File: src/rtl/lin_resp_buf_ctrl.sv
module lin_resp_buf_ctrl #(
  parameter int MAX_LEN = 8
) (
  input  logic        clk,
  input  logic        rst_n,
  input  logic        auto_baud,
  input  logic        auto_csum,
  input  logic [7:0]  pid,
  input  logic        cfg_we,
  input  logic [15:0] cfg_wdata,
  output logic [15:0] cfg_rdata,
  input  logic        header_rx,
  input  logic        rx_stop_done,
  output logic        tx_start,
  output logic [7:0]  tx_data,
  input  logic        tx_done,
  input  logic        rx_valid,
  input  logic [7:0]  rx_data,
  output logic [3:0]  buf_addr,
  input  logic [7:0]  buf_rdata,
  output logic        buf_we,
  output logic [7:0]  buf_wdata,
  output logic        done,
  output logic        csum_err
);

  typedef enum logic [2:0] {S_IDLE, S_WAIT, S_TXS, S_TXW, S_RX} st_t;
  localparam logic [3:0] MAXN = 4'(MAX_LEN);

  st_t        state;
  logic       tw, con, ecs, nr, rrq, trq;
  logic [3:0] len, idx;
  logic [7:0] sum;
  logic       hdr_ok, cont, done_q, err_q;

  wire unused_hi = ^cfg_wdata[15:10];

  function automatic logic [7:0] ones_add(input logic [7:0] a, input logic [7:0] b);
    logic [8:0] t;
    t = {1'b0, a} + {1'b0, b};
    return t[7:0] + {7'b0, t[8]};
  endfunction

  wire        tw_e    = tw & auto_baud;
  wire        con_e   = con & auto_baud;
  wire        ecs_e   = ecs & auto_baud;
  wire        with_ck = auto_baud & auto_csum & ~con_e;
  wire [3:0]  nbytes  = (len == 4'd0 || len > MAXN) ? MAXN : len;
  wire [3:0]  total   = nbytes + {3'b0, with_ck};
  wire        is_data = idx < nbytes;
  wire        last    = idx == total - 4'd1;
  wire [7:0]  ck_byte = ~sum;

  assign cfg_rdata = {6'b0, tw, con, ecs, nr, rrq, trq, len};
  assign tx_start  = state == S_TXS;
  assign tx_data   = is_data ? buf_rdata : ck_byte;
  assign buf_addr  = idx;
  assign buf_we    = state == S_RX && rx_valid && is_data;
  assign buf_wdata = rx_data;
  assign done      = done_q;
  assign csum_err  = err_q;

  always_ff @(posedge clk or negedge rst_n) begin
    if (!rst_n) begin
      state <= S_IDLE;
      {tw, con, ecs, nr, rrq, trq} <= '0;
      len <= '0; idx <= '0; sum <= '0;
      hdr_ok <= 1'b0; cont <= 1'b0; done_q <= 1'b0; err_q <= 1'b0;
    end else begin
      done_q <= 1'b0;
      case (state)
        S_IDLE:
          if (cfg_we) begin
            tw  <= cfg_wdata[9];
            con <= cfg_wdata[8];
            ecs <= cfg_wdata[7];
            nr  <= cfg_wdata[6];
            rrq <= cfg_wdata[5] & ~cfg_wdata[4];
            trq <= cfg_wdata[4];
            len <= cfg_wdata[3:0];
          end else if (nr) begin
            nr <= 1'b0; trq <= 1'b0; rrq <= 1'b0;
            hdr_ok <= 1'b0; cont <= 1'b0;
          end else if ((trq | rrq) && (hdr_ok || !auto_baud)) begin
            idx <= '0;
            if (!cont) begin
              sum   <= ecs_e ? pid : 8'h00;
              err_q <= 1'b0;
            end
            state <= !trq ? S_RX : (tw_e ? S_WAIT : S_TXS);
          end
        S_WAIT:
          if (rx_stop_done) state <= S_TXS;
        S_TXS:
          state <= S_TXW;
        S_TXW:
          if (tx_done) begin
            if (is_data) sum <= ones_add(sum, buf_rdata);
            idx <= idx + 4'd1;
            state <= last ? S_IDLE : S_TXS;
          end
        S_RX:
          if (rx_valid) begin
            if (is_data) sum <= ones_add(sum, rx_data);
            else err_q <= rx_data != ck_byte;
            idx <= idx + 4'd1;
            if (last) state <= S_IDLE;
          end
        default: state <= S_IDLE;
      endcase
      if ((state == S_TXW && tx_done && last) || (state == S_RX && rx_valid && last)) begin
        trq <= 1'b0; rrq <= 1'b0; done_q <= 1'b1;
        cont <= con_e;
        if (!con_e) hdr_ok <= 1'b0;
      end
      if (header_rx) hdr_ok <= 1'b1;
    end
  end


  done_pulse_chk: assert property (@(posedge clk) disable iff (!rst_n) done |=> !done);

  done_clear_chk: assert property (@(posedge clk) disable iff (!rst_n) done |-> !trq && !rrq);

  start_pulse_chk: assert property (@(posedge clk) disable iff (!rst_n) tx_start |=> !tx_start);

  stop_wait_chk: assert property (@(posedge clk) disable iff (!rst_n)
    (state == S_WAIT && !rx_stop_done) |=> !tx_start);

  busy_write_chk: assert property (@(posedge clk) disable iff (!rst_n)
    (state != S_IDLE && cfg_we) |=> $stable(len) && $stable(con));

endmodule

File: config.mk
export PLATFORM = sky130hd
export DESIGN_NAME = lin_resp_buf_ctrl
export DESIGN_NICKNAME = d
export VERILOG_FILES = /design/src/rtl/lin_resp_buf_ctrl.sv
export SDC_FILE = /design/constraint.sdc
export NUM_CORES = 1
export LEC_CHECK = 0
export BUFFER_PORTS_ARGS = -buffer_cell sky130_fd_sc_hd__buf_4
export CELL_PAD_IN_SITES_DETAIL_PLACEMENT = 1
export CELL_PAD_IN_SITES_GLOBAL_PLACEMENT = 1
export CORE_UTILIZATION = 40
export CTS_BUF_LIST = sky130_fd_sc_hd__clkbuf_4 sky130_fd_sc_hd__clkbuf_8
export DETAILED_ROUTE_END_ITERATION = 10
export PLACE_DENSITY = 0.86
export SLEW_MARGIN = 20
export SYNTH_ARGS = -nofsm -noshare
export SYNTH_HDL_FRONTEND = slang
export SYNTH_SLANG_ARGS = --single-unit
File: constraint.sdc
create_clock -name clk -period 7.45 [get_ports clk]
set_input_delay 2.235 -clock clk [delete_from_list [all_inputs] [get_ports clk]]
set_output_delay 2.235 -clock clk [all_outputs]
set_load 0.01 [all_outputs]
==> results.yml, run 1 <==
yosys:
  synth_area_mm2: 0.002919
  netlist-cell-type-count: 65
  ys.warnings.count: 0
  synth_seq_cells: 29
  synth_area_per_cell_um2: 8.510
  synthCells: 343
  synth.largest_area_cell: "dfrtp_1"
  synth_flop_cell: "dfrtp_1"
  synth_enable_flop_cells: 0
  synth-async-reset-ratio_pct: 100.0
  synth_top_area_share_pct: 24.86
  synth_area_leaders: "dfrtp_1, ha_1, xnor2_1"
  seq_area_frac_synth_pct: 24.86
sta:
  tightestPinTransition_ns: 0.9800
  rsz0062_at_grt: "no"
  fin_worst_skew_ns: 0.008522
  hold_viol_final: 0
  period_needed_ns: 4.916
  tns_ns: 0
  setup_viol: 0
  maxSlewViolCount: 0
  fin_crit_sh_pct: 65.99
  slew_headroom_pct: 34.16
  max_freq_mhz: 203.4
cells_and_area:
  diodes: 0
  area_delta_synth_final_pct: 21.95
  fin_util_pct: 51.54
  drive_gt1_share_pct: 26.55
  layout.nets: 479
  postLayoutCellArea_mm2: 0.003560
die:
  chipHeight_um: 87.43
  die_width_um: 87.43
  dieArea_mm2: 0.007643
  ios: 89
  floorplan.core_area_mm2: 0.006907
  start_util_pct: 42.26
  fp-row-count: 30
critical_path:
  cp_max_fo: 2
  reg2reg_to: "sum[6]$_DFFE_PN0P_"
  cp_data_required_time_ns: 5.22
  reg2reg_depth: 16
  reg2reg_from: "sum[0]$_DFFE_PN0P_"
  cp.arrival_ns: 2.68
  endpoint_kind: "primary output"
  crit_type: "in -> out"
  crit_path_start: "buf_rdata[1]"
  crit_end: "tx_data[1]"
  start_kind: "primary input"
  r2r_slack_ns: 4.27
clocking:
  worstSkewPairLatency_ns: 0.29
  cts-root-buf: "clkbuf_8"
  post_cts_buffers: 0
  htree_num_levels: 2
  cts_tree: "built"
  cts_hold_buf: 0
  clock-sinks: 29
  ctsResizeCount: 0
  cts_buffers: 5
  path_clk_slew_ns: 0.07
  clockBufferDepth: 2
global_routing:
  grt_antenna_before_repair: 0
  grt_start_max_net_pins: 30
  grt_overflow: 0
  grt_first_pass_wirelength_mm: 13.64
  grtUsageTotal_pct: 23.12
  grt_pass1_vias: 2865
place:
  dp_hpwl_mm: 6.664
  place.gp.congestion: 0.8188
  portBuffers: 76
  dpl_cell_area_mm2: 0.003440
drt:
  first_pass_iters: 4
  avgRoutedWirePerCell_um: 17.01
  post-route-drc-count: 0
  ant_nets: 0
  wirelength_mm: 8.487
  drtIter0Drc: 125
  vias_per_cell: 5.583
  vias: 2786
status:
  status: "finished clean"
power:
  ir_drop_mv: 0.2283
  power.density_mw_per_mm2: 453.7
  leakagePower_nw: 1.634
min_path:
  worstHoldPathType: "reg -> reg"
run:
  cap_violations: 0
routing by layer:
metal	track usage (%)	share of wire (%)	vias up
met2	43.89	53	87
met5	0	0	-
met3	4.550	5.0	14
li1	-	-	1340
met4	6.259	1.4	0
met1	26.02	41	1345
worst max-delay path, stage by stage:
cell and delay (ns):
buf_4 0.11, inv_1 0.09, a21oi_1 0.07, buf_4 0.17
synth_stat cells, types with 2 or more instances:
master and n:
o21ai_0 31, dfrtp_1 29, nor2_1 28, ha_1 26
nand2_1 26, buf_4 20, xnor2_1 18, inv_1 14
nand3_1 10, a21oi_1 8, mux2_2 8, nor2b_1 7
nor3_1 7, clkbuf_1 6, nand2b_1 6, xor2_1 5
a211oi_1 4, a21o_1 4, a31oi_1 4, and2_1 4
buf_2 4, nand4_1 4, nor3b_1 4, o22ai_1 4
a222oi_1 3, a2bb2oi_1 3, and3_1 3, nor4b_1 3
or2_2 3, or4_1 3, a22o_1 2, a22oi_1 2
and3b_1 2, fa_1 2, mux2i_1 2, nand3b_1 2
o21ba_2 2, o31ai_1 2, or3b_2 2
logic make-up after synthesis:
family,synth area share [%]
AO/OA/AOI/OAI,20.45
XOR/XNOR,6.901
adder cells (fa/ha/maj),12.52
buffers and inverters,8.787
flip-flops,24.86
multiplexers,3.772
other,0.1285
AND/OR/NAND/NOR,22.59
cell usage in the layout (no fill, tap or decap), drive strengths merged, types with 6 or more instances in the layout:
cell type	count
buf	78
o21ai	31
dfrtp	29
nor2	28
nand2	26
ha	26
xnor2	18
inv	14
nand3	10
a21oi	9
mux2	8
nor2b	7
nor3	7
nand2b	7
conb	6
clkbuf	6
stage by stage:
stage / setup WS, ns / hold slack [ns] / std cells / power [mW]
global placement: 2.504 / 0.4873 / 491 / 1.373
CTS: 2.528 / 0.5159 / 499 / 1.627
detailed placement: 2.386 / 0.5000 / 491 / 1.433
floorplan: 2.722 / 0.4730 / 348 / 1.092
finish: 2.534 / 0.5098 / 499 / 1.615
global route: 2.383 / 0.5385 / 499 / 1.754
report_power, final:
group          internal [mW]  switching, mW  total, mW
Clock                  0.109         0.0683      0.177
Combinational          0.517          0.592       1.11
Sequential             0.226          0.103      0.329
Total                  0.852          0.763       1.62
worst min-delay path by stage:
stage | startpoint | to | slack (ns) | cells after the start
after global routing | hdr_ok$_DFF_PN0_ | hdr_ok$_DFF_PN0_ | 0.54 | 1
final | hdr_ok$_DFF_PN0_ | hdr_ok$_DFF_PN0_ | 0.51 | 1
after floorplan | hdr_ok$_DFF_PN0_ | hdr_ok$_DFF_PN0_ | 0.47 | 1
after detailed placement | hdr_ok$_DFF_PN0_ | hdr_ok$_DFF_PN0_ | 0.50 | 1
after CTS | hdr_ok$_DFF_PN0_ | hdr_ok$_DFF_PN0_ | 0.52 | 1
after global placement | hdr_ok$_DFF_PN0_ | hdr_ok$_DFF_PN0_ | 0.49 | 1
sequential cells by signal (all words and copies together), names as in the netlist, 3 cells and up:
register	flops
sum	8
buf_addr	4
len	4
state	3
area by class of cell:
cell class                 instances  area [µm²]
clock buffer                       6       82.58
tap                               96       120.1
clock inverter                     2       37.54
inverter                          14       52.55
multi-input combinational        274        1956
sequential                        29       725.7
timing repair buffer              78       585.6
fill                             861        3347
Note: power is estimated with default switching activity, not from simulation.
==> inputs of run 2 (changes only) <==
Settings changed: CORE_UTILIZATION 40 to 39, PLACE_DENSITY 0.86 to 0.85.
Clock period 7.45 ns to 4.8 ns, I/O delays scaled along.
==> run 2 against run 1 <==
  * Die area is 2.5% higher
  * Combinational power rose by 54%
  * Core utilization fell by 2.6 points
  * Critical endpoint unchanged
  * Critical path type is now reg -> out
  * Worst setup slack lost 1.8 ns
  * Count of clock-buffer cells in the layout shrank 1
  * Cell count increased by 0.40%
  * Wire length down 0.58%
==> results.yml, run 2 (same netlist as run 1, synthesis figures left out) <==
global_routing:
  grt_first_pass_wirelength_mm: 13.59
  grt_overflow: 0
  grt_pass1_vias: 2923
  grt_start_max_net_pins: 30
  grtUsageTotal_pct: 22.72
  grt_antenna_before_repair: 0
cells_and_area:
  fin_util_pct: 48.90
  drive_gt1_share_pct: 26.37
  diodes: 0
  regMostFlops: "sum"
  layout.nets: 479
  fin_cells: 501
  postLayoutCellArea_mm2: 0.003547
  final_cell_mix: "buf_4, o21ai_0, dfrtp_1"
  largest_reg_flops: 8
  layout_commonest_cell: "buf_4"
  area_delta_synth_final_pct: 21.52
sta:
  period_needed_ns: 4.058
  fin_hold_ws_ns: 0.5289
  setup_viol: 0
  tightestPinTransition_ns: 0.8972
  max_freq_mhz: 246.4
  setup_slack_ns: 0.7416
  hold_viol_final: 0
  fin_worst_skew_ns: 0.004928
  fin_crit_sh_pct: 84.55
  maxSlewViolCount: 0
  rsz0062_at_grt: "no"
  tns_ns: 0
  slew_headroom_pct: 39.73
critical_path:
  start_kind: "flip-flop"
  critPathMaxStageDelay_ns: 0.59
  cp_max_fo: 18
  cp.arrival_ns: 2.62
  endpoint_kind: "primary output"
  crit_type: "reg -> out"
  cp_data_required_time_ns: 3.36
  crit_top_cell: "a21o_1"
  path_cells: "nand2b_1 > ha_1 > a21o_1 > a21o_1 > a21oi_2 > nor2_1 > a21oi_1 > buf_4"
  crit_slowest_cell: "a21oi_2"
run:
  cap_violations: 0
clocking:
  cts_tree: "built"
  cts_buffers: 5
  cts_hold_buf: 0
  cts-root-buf: "clkbuf_8"
  clockBufferDepth: 2
  path_clk_slew_ns: 0.07
  ctsResizeCount: 0
  post_cts_buffers: 0
  clock-sinks: 29
  htree_num_levels: 2
  worstSkewPairLatency_ns: 0.29
power:
  ir_drop_mv: 0.2795
  power.density_mw_per_mm2: 700.1
  leakagePower_nw: 1.630
  power.total_mw: 2.483
drt:
  drtIter0Drc: 116
  first_pass_iters: 4
  vias: 2766
  avgRoutedWirePerCell_um: 16.84
  post-route-drc-count: 0
  ant_nets: 0
  vias_per_cell: 5.521
  wirelength_mm: 8.438
die:
  start_util_pct: 40.24
  die_width_um: 88.52
  dieArea_mm2: 0.007835
  floorplan.core_area_mm2: 0.007253
  chipHeight_um: 88.52
  ios: 89
  fp-row-count: 31
min_path:
  worstHoldPathType: "reg -> reg"
status:
  status: "finished clean"
place:
  dp_hpwl_mm: 6.763
  dp_slack_ns: 0.5231
  portBuffers: 76
  dpl_cell_area_mm2: 0.003443
  place.gp.congestion: 0.7928
  dp.cells: 494
## run 2: cell count changes in the layout (fill, tap and decap cells not counted)
cell and change:
clkinvlp_4 -1, clkinv_2 +1, clkbuf_8 -1
## run 2: area by class of cell
cell class                 count  area (µm²)
multi-input combinational    274        1956
fill                         913        3706
timing repair buffer          78       585.6
sequential                    29       725.7
clock inverter                 2       35.03
inverter                      14       52.55
tap                           99       123.9
clock buffer                   5       68.82
## run 2: critical path: cells and delay by family, from the launching register on
| family | cells | cell delay [ns] |
|---|---|---|
| AO/OA/AOI/OAI | 4 | 1.15 |
| adder cells (fa/ha/maj) | 1 | 0.28 |
| buffers and inverters | 1 | 0.15 |
| flip-flops | 1 | 0.46 |
| AND/OR/NAND/NOR | 2 | 0.30 |
## run 2: metal layers
| metal | wire [µm] | vias up | global-route usage (%) | share of wire [%] |
|---|---|---|---|---|
| li1 | - | 1341 | - | - |
| met2 | 4517 | 83 | 43.85 | 54 |
| met3 | 389 | 13 | 5.504 | 4.6 |
| met5 | 0 | - | 0 | 0 |
| met4 | 142 | 0 | 4.692 | 1.7 |
| met1 | 3389 | 1329 | 25.06 | 40 |
## run 2: final timing paths
path / endpoint / cells after the start / start / slack, ns
worst max-delay path: tx_data[1] / 8 / len[3]$_DFFE_PN0P_ / 0.74
worst min-delay path: hdr_ok$_DFF_PN0_ / 1 / hdr_ok$_DFF_PN0_ / 0.53
worst max register to register: sum[6]$_DFFE_PN0P_ / 16 / sum[0]$_DFFE_PN0P_ / 1.60
worst min register to register: hdr_ok$_DFF_PN0_ / 1 / hdr_ok$_DFF_PN0_ / 0.53
max in group asynchronous: sum[7]$_DFFE_PN0P_ / 1 / rst_n / 3.43
min in group asynchronous: sum[3]$_DFFE_PN0P_ / 1 / rst_n / 1.08
## run 2: power by group
| group | switching (mW) | internal (mW) |
|---|---|---|
| clock network | 0.103 | 0.151 |
| registers | 0.164 | 0.351 |
| logic | 0.913 | 0.801 |
